`config.mk`:
```
export PLATFORM = sky130hd
export DESIGN_NAME = evc_ctrl
export DESIGN_NICKNAME = d
export VERILOG_FILES = /design/src/rtl/evc_pkg.sv /design/src/rtl/evc_status.sv /design/src/rtl/evc_halt.sv /design/src/rtl/evc_reset.sv /design/src/rtl/evc_ctrl.sv
export SDC_FILE = /design/constraint.sdc
export NUM_CORES = 1
export LEC_CHECK = 0
export CORE_MARGIN = 4
export CORE_UTILIZATION = 39
export CTS_CLUSTER_DIAMETER = 150
export DETAILED_ROUTE_END_ITERATION = 16
export HOLD_SLACK_MARGIN = 0.05
export PLACE_DENSITY_LB_ADDON = 0.12
export SLEW_MARGIN = 20
export SYNTH_ARGS = -nofsm -noshare
export SYNTH_HDL_FRONTEND = slang
export SYNTH_HIERARCHICAL = 1
export SYNTH_SLANG_ARGS = --single-unit
```
`constraint.sdc`:
```
create_clock -name clk -period 1.7 [get_ports clk]
set_input_delay 0.425 -clock clk [delete_from_list [all_inputs] [get_ports clk]]
set_output_delay 0.425 -clock clk [all_outputs]
set_load 0.02 [all_outputs]
```
`src/rtl/evc_pkg.sv`:
```
package evc_pkg;

    localparam int unsigned WORD_W        = 32;
    localparam int unsigned N_ENG         = 2;
    localparam int unsigned N_QUE         = 2;
    localparam int unsigned N_MISC        = 8;
    localparam int unsigned ENG_STRIDE    = 12;
    localparam int unsigned RD_OFS        = 0;
    localparam int unsigned QUE_OFS       = 4;
    localparam int unsigned QUE_STRIDE    = 4;
    localparam int unsigned RST_DONE_BIT  = 24;
    localparam int unsigned HALT_ACK_BASE = 25;
    localparam int unsigned NACK_BASE     = 27;

    typedef logic [WORD_W-1:0] word_t;

    localparam word_t RST_VALID = 32'h0f73_f3f7;
    localparam word_t RST_ENG0  = 32'h0000_03f0;

    // Reset bits owned by engine m (engine 1 sits one stride above engine 0)
    function automatic word_t eng_rst_bits(input int unsigned m);
        return RST_ENG0 << (ENG_STRIDE * m);
    endfunction

    // Position, inside one engine's slice, of its k-th miscellaneous fault
    function automatic int unsigned misc_pos(input int unsigned k);
        if (k < 2)      return k + 1;
        else if (k < 5) return k + 3;
        else            return k + 4;
    endfunction

endpackage

```
`src/rtl/evc_status.sv`:
```
module evc_status
    import evc_pkg::*;
(
    input  logic                    clk,
    input  logic                    rst_n,
    input  logic [N_ENG-1:0]        rd_done_i,
    input  logic [N_ENG*N_QUE-1:0]  qrep_i,
    input  logic [N_ENG*N_QUE-1:0]  nack_i,
    input  logic [N_ENG*N_MISC-1:0] misc_err_i,
    input  logic [N_ENG-1:0]        halt_ack_i,
    input  logic                    rst_done_i,
    input  logic                    mask_we_i,
    input  word_t                   mask_data_i,
    input  logic                    clr_we_i,
    input  word_t                   clr_data_i,
    input  logic                    gclr_we_i,
    input  logic                    gclr_bit_i,
    output word_t                   status_o,
    output logic                    irq_o
);

    typedef struct packed {
        word_t status;
        word_t mask;
    } st_t;

    st_t   st_d, st_q;
    word_t set_vec;
    word_t clr_vec;

    always_comb begin
        set_vec = '0;
        for (int m = 0; m < N_ENG; m++) begin
            set_vec[m*ENG_STRIDE + RD_OFS] = rd_done_i[m];
            for (int q = 0; q < N_QUE; q++) begin
                set_vec[m*ENG_STRIDE + QUE_OFS + q*QUE_STRIDE] = qrep_i[m*N_QUE + q];
                set_vec[NACK_BASE + m*N_QUE + q]               = nack_i[m*N_QUE + q];
            end
            for (int k = 0; k < N_MISC; k++) begin
                set_vec[m*ENG_STRIDE + misc_pos(k)] = misc_err_i[m*N_MISC + k];
            end
            set_vec[HALT_ACK_BASE + m] = halt_ack_i[m];
        end
        set_vec[RST_DONE_BIT] = rst_done_i;

        clr_vec = '0;
        if (clr_we_i)                clr_vec = clr_vec | clr_data_i;
        if (gclr_we_i && gclr_bit_i) clr_vec = '1;

        st_d        = st_q;
        st_d.status = (st_q.status & ~clr_vec) | set_vec;
        if (mask_we_i) st_d.mask = mask_data_i;
    end

    always_ff @(posedge clk or negedge rst_n) begin
        if (!rst_n) st_q <= '0;
        else        st_q <= st_d;
    end

    assign status_o = st_q.status;
    assign irq_o    = |(st_q.status & st_q.mask);

    a_r4_set_beats_clear: assert property (@(posedge clk) disable iff (!rst_n)
        rd_done_i[0] |=> status_o[0]);

    a_r3_clear_one_bit: assert property (@(posedge clk) disable iff (!rst_n)
        (clr_we_i && clr_data_i[QUE_OFS] && !qrep_i[0]) |=> !status_o[QUE_OFS]);

    a_r5_global_clear: assert property (@(posedge clk) disable iff (!rst_n)
        (gclr_we_i && gclr_bit_i && set_vec == '0) |=> status_o == '0);

    a_r10_done_recorded: assert property (@(posedge clk) disable iff (!rst_n)
        rst_done_i |=> status_o[RST_DONE_BIT]);

endmodule

```
`src/rtl/evc_halt.sv`:
```
module evc_halt
    import evc_pkg::*;
(
    input  logic             clk,
    input  logic             rst_n,
    input  logic             req_we_i,
    input  logic [N_ENG-1:0] req_data_i,
    input  logic [N_ENG-1:0] err_hit_i,
    input  logic [N_ENG-1:0] idle_i,
    output logic [N_ENG-1:0] req_o,
    output logic [N_ENG-1:0] ack_o
);

    typedef struct packed {
        logic [N_ENG-1:0] pend;
    } hs_t;

    hs_t hs_d, hs_q;

    always_comb begin
        ack_o   = hs_q.pend & idle_i;
        hs_d    = hs_q;
        hs_d.pend = (hs_q.pend & ~ack_o) | err_hit_i;
        if (req_we_i) hs_d.pend = hs_d.pend | req_data_i;
    end

    always_ff @(posedge clk or negedge rst_n) begin
        if (!rst_n) hs_q <= '0;
        else        hs_q <= hs_d;
    end

    assign req_o = hs_q.pend;

    for (genvar m = 0; m < N_ENG; m++) begin : g_chk
        a_r7_ack_drops_req: assert property (@(posedge clk) disable iff (!rst_n)
            (req_o[m] && idle_i[m] && !(req_we_i && req_data_i[m]) && !err_hit_i[m])
            |=> !req_o[m]);

        a_r9_fault_halts: assert property (@(posedge clk) disable iff (!rst_n)
            err_hit_i[m] |=> req_o[m]);
    end

endmodule

```
`src/rtl/evc_reset.sv`:
```
module evc_reset
    import evc_pkg::*;
(
    input  logic             clk,
    input  logic             rst_n,
    input  logic             cmd_we_i,
    input  word_t            cmd_data_i,
    input  logic [N_ENG-1:0] halt_busy_i,
    output word_t            pulse_o,
    output logic             done_o
);

    typedef struct packed {
        word_t pend;
        word_t pulse;
    } rs_t;

    rs_t  rs_d, rs_q;
    logic held;

    always_comb begin
        held = 1'b0;
        for (int m = 0; m < N_ENG; m++) begin
            if (((rs_q.pend & eng_rst_bits(m)) != '0) && halt_busy_i[m]) held = 1'b1;
        end

        rs_d = rs_q;
        if (held) begin
            rs_d.pulse = '0;
        end else begin
            rs_d.pulse = rs_q.pend;
            rs_d.pend  = '0;
        end
        if (cmd_we_i) rs_d.pend = rs_d.pend | (cmd_data_i & RST_VALID);
    end

    always_ff @(posedge clk or negedge rst_n) begin
        if (!rst_n) rs_q <= '0;
        else        rs_q <= rs_d;
    end

    assign pulse_o = rs_q.pulse;
    assign done_o  = |rs_q.pulse;

    for (genvar m = 0; m < N_ENG; m++) begin : g_chk
        a_r11_wait_for_halt: assert property (@(posedge clk) disable iff (!rst_n)
            (((rs_q.pend & eng_rst_bits(m)) != '0) && halt_busy_i[m])
            |=> ((pulse_o & eng_rst_bits(m)) == '0));
    end

endmodule

```
`src/rtl/evc_ctrl.sv`:
```
module evc_ctrl
    import evc_pkg::*;
(
    input  logic        clk,
    input  logic        rst_n,
    input  logic        mask_we,
    input  logic [31:0] mask_wdata,
    input  logic        clr_we,
    input  logic [31:0] clr_wdata,
    input  logic        gclr_we,
    input  logic        gclr_bit,
    input  logic        halt_we,
    input  logic [1:0]  halt_wdata,
    input  logic        rst_we,
    input  logic [31:0] rst_wdata,
    input  logic [1:0]  rd_done,
    input  logic [3:0]  q_report,
    input  logic [3:0]  nack_err,
    input  logic [15:0] misc_err,
    input  logic [1:0]  eng_idle,
    output logic [1:0]  halt_req,
    output logic [31:0] blk_reset,
    output logic [31:0] status,
    output logic        irq
);

    logic [N_ENG-1:0] err_hit;
    logic [N_ENG-1:0] halt_ack;
    logic             rst_done;

    for (genvar m = 0; m < N_ENG; m++) begin : g_err
        assign err_hit[m] = (|misc_err[m*N_MISC +: N_MISC]) | (|nack_err[m*N_QUE +: N_QUE]);
    end

    evc_halt u_halt (
        .clk        (clk),
        .rst_n      (rst_n),
        .req_we_i   (halt_we),
        .req_data_i (halt_wdata),
        .err_hit_i  (err_hit),
        .idle_i     (eng_idle),
        .req_o      (halt_req),
        .ack_o      (halt_ack)
    );

    evc_reset u_reset (
        .clk         (clk),
        .rst_n       (rst_n),
        .cmd_we_i    (rst_we),
        .cmd_data_i  (rst_wdata),
        .halt_busy_i (halt_req),
        .pulse_o     (blk_reset),
        .done_o      (rst_done)
    );

    evc_status u_status (
        .clk         (clk),
        .rst_n       (rst_n),
        .rd_done_i   (rd_done),
        .qrep_i      (q_report),
        .nack_i      (nack_err),
        .misc_err_i  (misc_err),
        .halt_ack_i  (halt_ack),
        .rst_done_i  (rst_done),
        .mask_we_i   (mask_we),
        .mask_data_i (mask_wdata),
        .clr_we_i    (clr_we),
        .clr_data_i  (clr_wdata),
        .gclr_we_i   (gclr_we),
        .gclr_bit_i  (gclr_bit),
        .status_o    (status),
        .irq_o       (irq)
    );

    a_r6_irq_has_source: assert property (@(posedge clk) disable iff (!rst_n)
        irq |-> (status != '0));

    a_r12_reserved_low: assert property (@(posedge clk) disable iff (!rst_n)
        !status[3] && !status[15] && !status[31]);

endmodule

```
==> flow_summary.json <==
{
  "areaGrowthSynthToFinish_pct": 48.7,
  "post-place-ws_ps": -660,
  "fin_crit_ps": 2210,
  "synthArstFlopShare_pct": 100,
  "rsz0062_at_grt": "true",
  "synth_compound_area_share_pct": 14.9,
  "cts_tree": "built",
  "p_int_mw": 4.52,
  "slew_viol_final": 0,
  "drv_cap": 0,
  "grt_pass1_wl_um": 22600,
  "synth_top_family_by_area": "compound AO/OA/AOI/OAI gates",
  "power_frac_comb_pct": 16.3,
  "chipWidth_um": 121,
  "grt_max_degree": 33,
  "hold_path.class": "flop to flop",
  "dr.first_iter.drc_count": 101,
  "vias": 3949,
  "worstSetupEndpointType": "output port",
  "synth_cell_type_count": 34,
  "worstPathArrival_ps": 1780,
  "synth_warnings": 6,
  "pin_count": 201,
  "firstDrtPassIters": 4,
  "grt_pass1_vias": 4191,
  "outcome": "finished, violations left",
  "slowest_delay_ps": 540,
  "critPathRequiredTime_ps": 1270,
  "netlist_instances": 421,
  "ant_nets": 0,
  "core_mm2": 0.0123,
  "cts_htree_levels": 3,
  "holdWs_ps": 500,
  "setup_slack_ps": -506,
  "grt_util_all_layers_pct": 19.9,
  "cellLeakagePower_nw": 3.31,
  "cts-buffers-inserted": 9,
  "grt_util_met3_pct": 4.76,
  "rows": 40,
  "die_area_mm2": 0.0146,
  "crit_type": "flop to output port",
  "timing.final.hold_violations": 0,
  "start_util_pct": 40.6,
  "clk_pin_slew_ps": 70,
  "clock_sinks": 110,
  "syn_avg_cell_area_um2": 11.8,
  "vdd_drop_max_v": 0.000389,
  "yosys.area_share.simple_pct": 10.4,
  "routedWlPerCell_um": 18.4,
  "drc": 0,
  "fin_skew_ps": 8.13,
  "grt_remaining_overflow": 0,
  "busiest_layer": "met2",
  "ys.flop_type": "dfrtp_1",
  "grt.met1_usage_pct": 24.8,
  "root_buffer": "clkbuf_16",
  "clkPwrFrac_pct": 35.5,
  "final_util_pct": 60.3,
  "place_hpwl_um": 11100,
  "synth_area_leaders": "dfrtp_1 (55%), buf_4 (9.7%), mux2_2 (6.8%)",
  "wl_um": 14400,
  "setup_viol": 2,
  "ys_ff_latch": 110,
  "synth_edf_count": 0,
  "final_nets": 744,
  "gp_congestion": 0.818,
  "clk_latency_ps": 340,
  "synth_common_cells": "dfrtp_1 (110), buf_4 (64), nand2_1 (49), mux2_2 (30), a31o_2 (29)",
  "seq_power_share_pct": 48.2,
  "cp_max_fo": 2,
  "antenna_found_initial": 0,
  "power.share.switching_pct": 22.9,
  "p_total_mw": 5.86,
  "drive_gt1_share_pct": 28.2,
  "synth-xor-area-share_pct": 0,
  "switching_power_mw": 1.34,
  "crit_path_top_delay_cell": "or4_1",
  "crit_buf_inv": 1,
  "port_buffers": 180,
  "violations": "setup timing",
  "syn_area_mm2": 0.00497,
  "clock.fmax_mhz": 453,
  "die_h_um": 121,
  "critPathTopFamily": "simple AND/OR/NAND/NOR gates",
  "startpoint_type": "flop",
  "viasPerCell": 5.06,
  "n_antenna_cell": 0,
  "synth_top_area_share_pct": 55.3,
  "synth.most_common_cell": "dfrtp_1",
  "p_per_area_mw_per_mm2": 792,
  "yosys.area.top_type": "dfrtp_1",
  "synthMuxAreaShare_pct": 7.24,
  "crit_chain": "a22oi_1, nand4_1, or4_1, buf_6",
  "synth_fa_ha_area_share_pct": 0,
  "gr-usage-met2_pct": 34.4,
  "clockBufferDepth": 2,
  "fin_crit_sh_pct": 130,
  "yosysSeqAreaShare_pct": 55.3
}
[sequential cells by signal, summed over array words and instances (netlist names)]
signal             flops
u_halt/req_o           2
u_reset/pulse_o       22
u_reset/rs_q          22
u_status/st_q         32
u_status/status_o     32
[worst paths after layout]
kind,to,depth (start not counted),start,slack [ps]
worst max-delay path,irq,4,u_status/st_q[0]$_DFFE_PN0P_,-510
worst min-delay path,u_status/st_q[0]$_DFFE_PN0P_,1,u_status/st_q[0]$_DFFE_PN0P_,500
worst max register to register,u_status/status_o[24]$_DFF_PN0_,3,u_reset/pulse_o[7]$_DFF_PN0_,-30
worst min register to register,u_status/st_q[0]$_DFFE_PN0P_,1,u_status/st_q[0]$_DFFE_PN0P_,500
max in group asynchronous,u_status/st_q[24]$_DFFE_PN0P_,3,rst_n,600
min in group asynchronous,u_status/status_o[19]$_DFF_PN0_,2,rst_n,570
[per-layer routing]
| layer | vias up | share of wire, % |
|---|---|---|
| li1 | 1840 | - |
| met1 | 1955 | 41 |
| met2 | 143 | 52 |
| met3 | 11 | 6.6 |
| met4 | 0 | 1.0 |
| met5 | - | 0 |
[cell usage in the layout, fill, tap and decap left out, types with 2 or more instances in the layout]
cell type and instances:
a22o_1 6, buf_4 70, clkinvlp_4 2, clkdlybuf4s50_1 122
inv_1 2, clkbuf_2 2, and3_1 15, buf_12 6
or4_4 4, a31o_2 28, mux2_2 30, dfrtp_1 109
mux2_1 2, a22oi_1 11, and3b_1 4, o211ai_1 16
nor4_1 6, and2_1 7, dlygate4sd2_1 54, a32oi_1 12
nand2_1 49, nand4_1 5, conb_1 10, nand3_1 2
clkbuf_16 9, clkbuf_8 2, a22oi_2 9, nor2_1 2
[what timing repair did]
| action | in CTS | in global routing |
|---|---|---|
| pin swaps | 8 | 6 |
| hold buffers | 1 | 0 |
| buffers inserted | 1 | 1 |
| gates resized for setup | 71 | 13 |
| endpoints found under the setup margin | 60 | 22 |
| hold endpoints to repair | 26 | 0 |
[cell type report]
cell class | count | area [µm²]
well taps | 168 | 210
fillers | 1055 | 4870
multi-input cells | 231 | 1760
flip-flops and latches | 110 | 2750
clock inverters | 3 | 45.0
inverters | 2 | 7.51
repair buffers | 256 | 2370
clock buffers | 11 | 253
[cell families (layout without fill, tap and decap cells)]
logic type | after synthesis | in the layout
AO/OA/AOI/OAI | 89 | 89
multiplexers | 32 | 32
AND/OR/NAND/NOR | 100 | 100
buffers and inverters | 89 | 272
flip-flops | 110 | 110
other | 1 | 10
[power groups by stage]
stage          sequential (mW)  clock [mW]  combinational [mW]
3_3_place_gp              2.86           0               0.983
6_report                  2.83        2.08               0.953
2_1_floorplan             2.86           0               0.414
3_5_place_dp              2.87           0               0.990
4_1_cts                   2.82        2.15               0.961
5_1_grt                   2.84        2.25                1.02
[stage by stage]
stage	area [µm²]	setup TNS (ps)	instances
floorplan	5010	0	430
global placement	7050	-1300	764
detailed placement	7050	-1230	764
CTS	7340	-575	780
global route	7400	-619	781
finish	7400	-540	781
[worst register-to-register path, stage by stage, from the launching register on]
cell	delay [ps]
dfrtp_1	370
or4_4	540
or4_4	500
a31o_4	210
(Power assumes the default switching activity.)
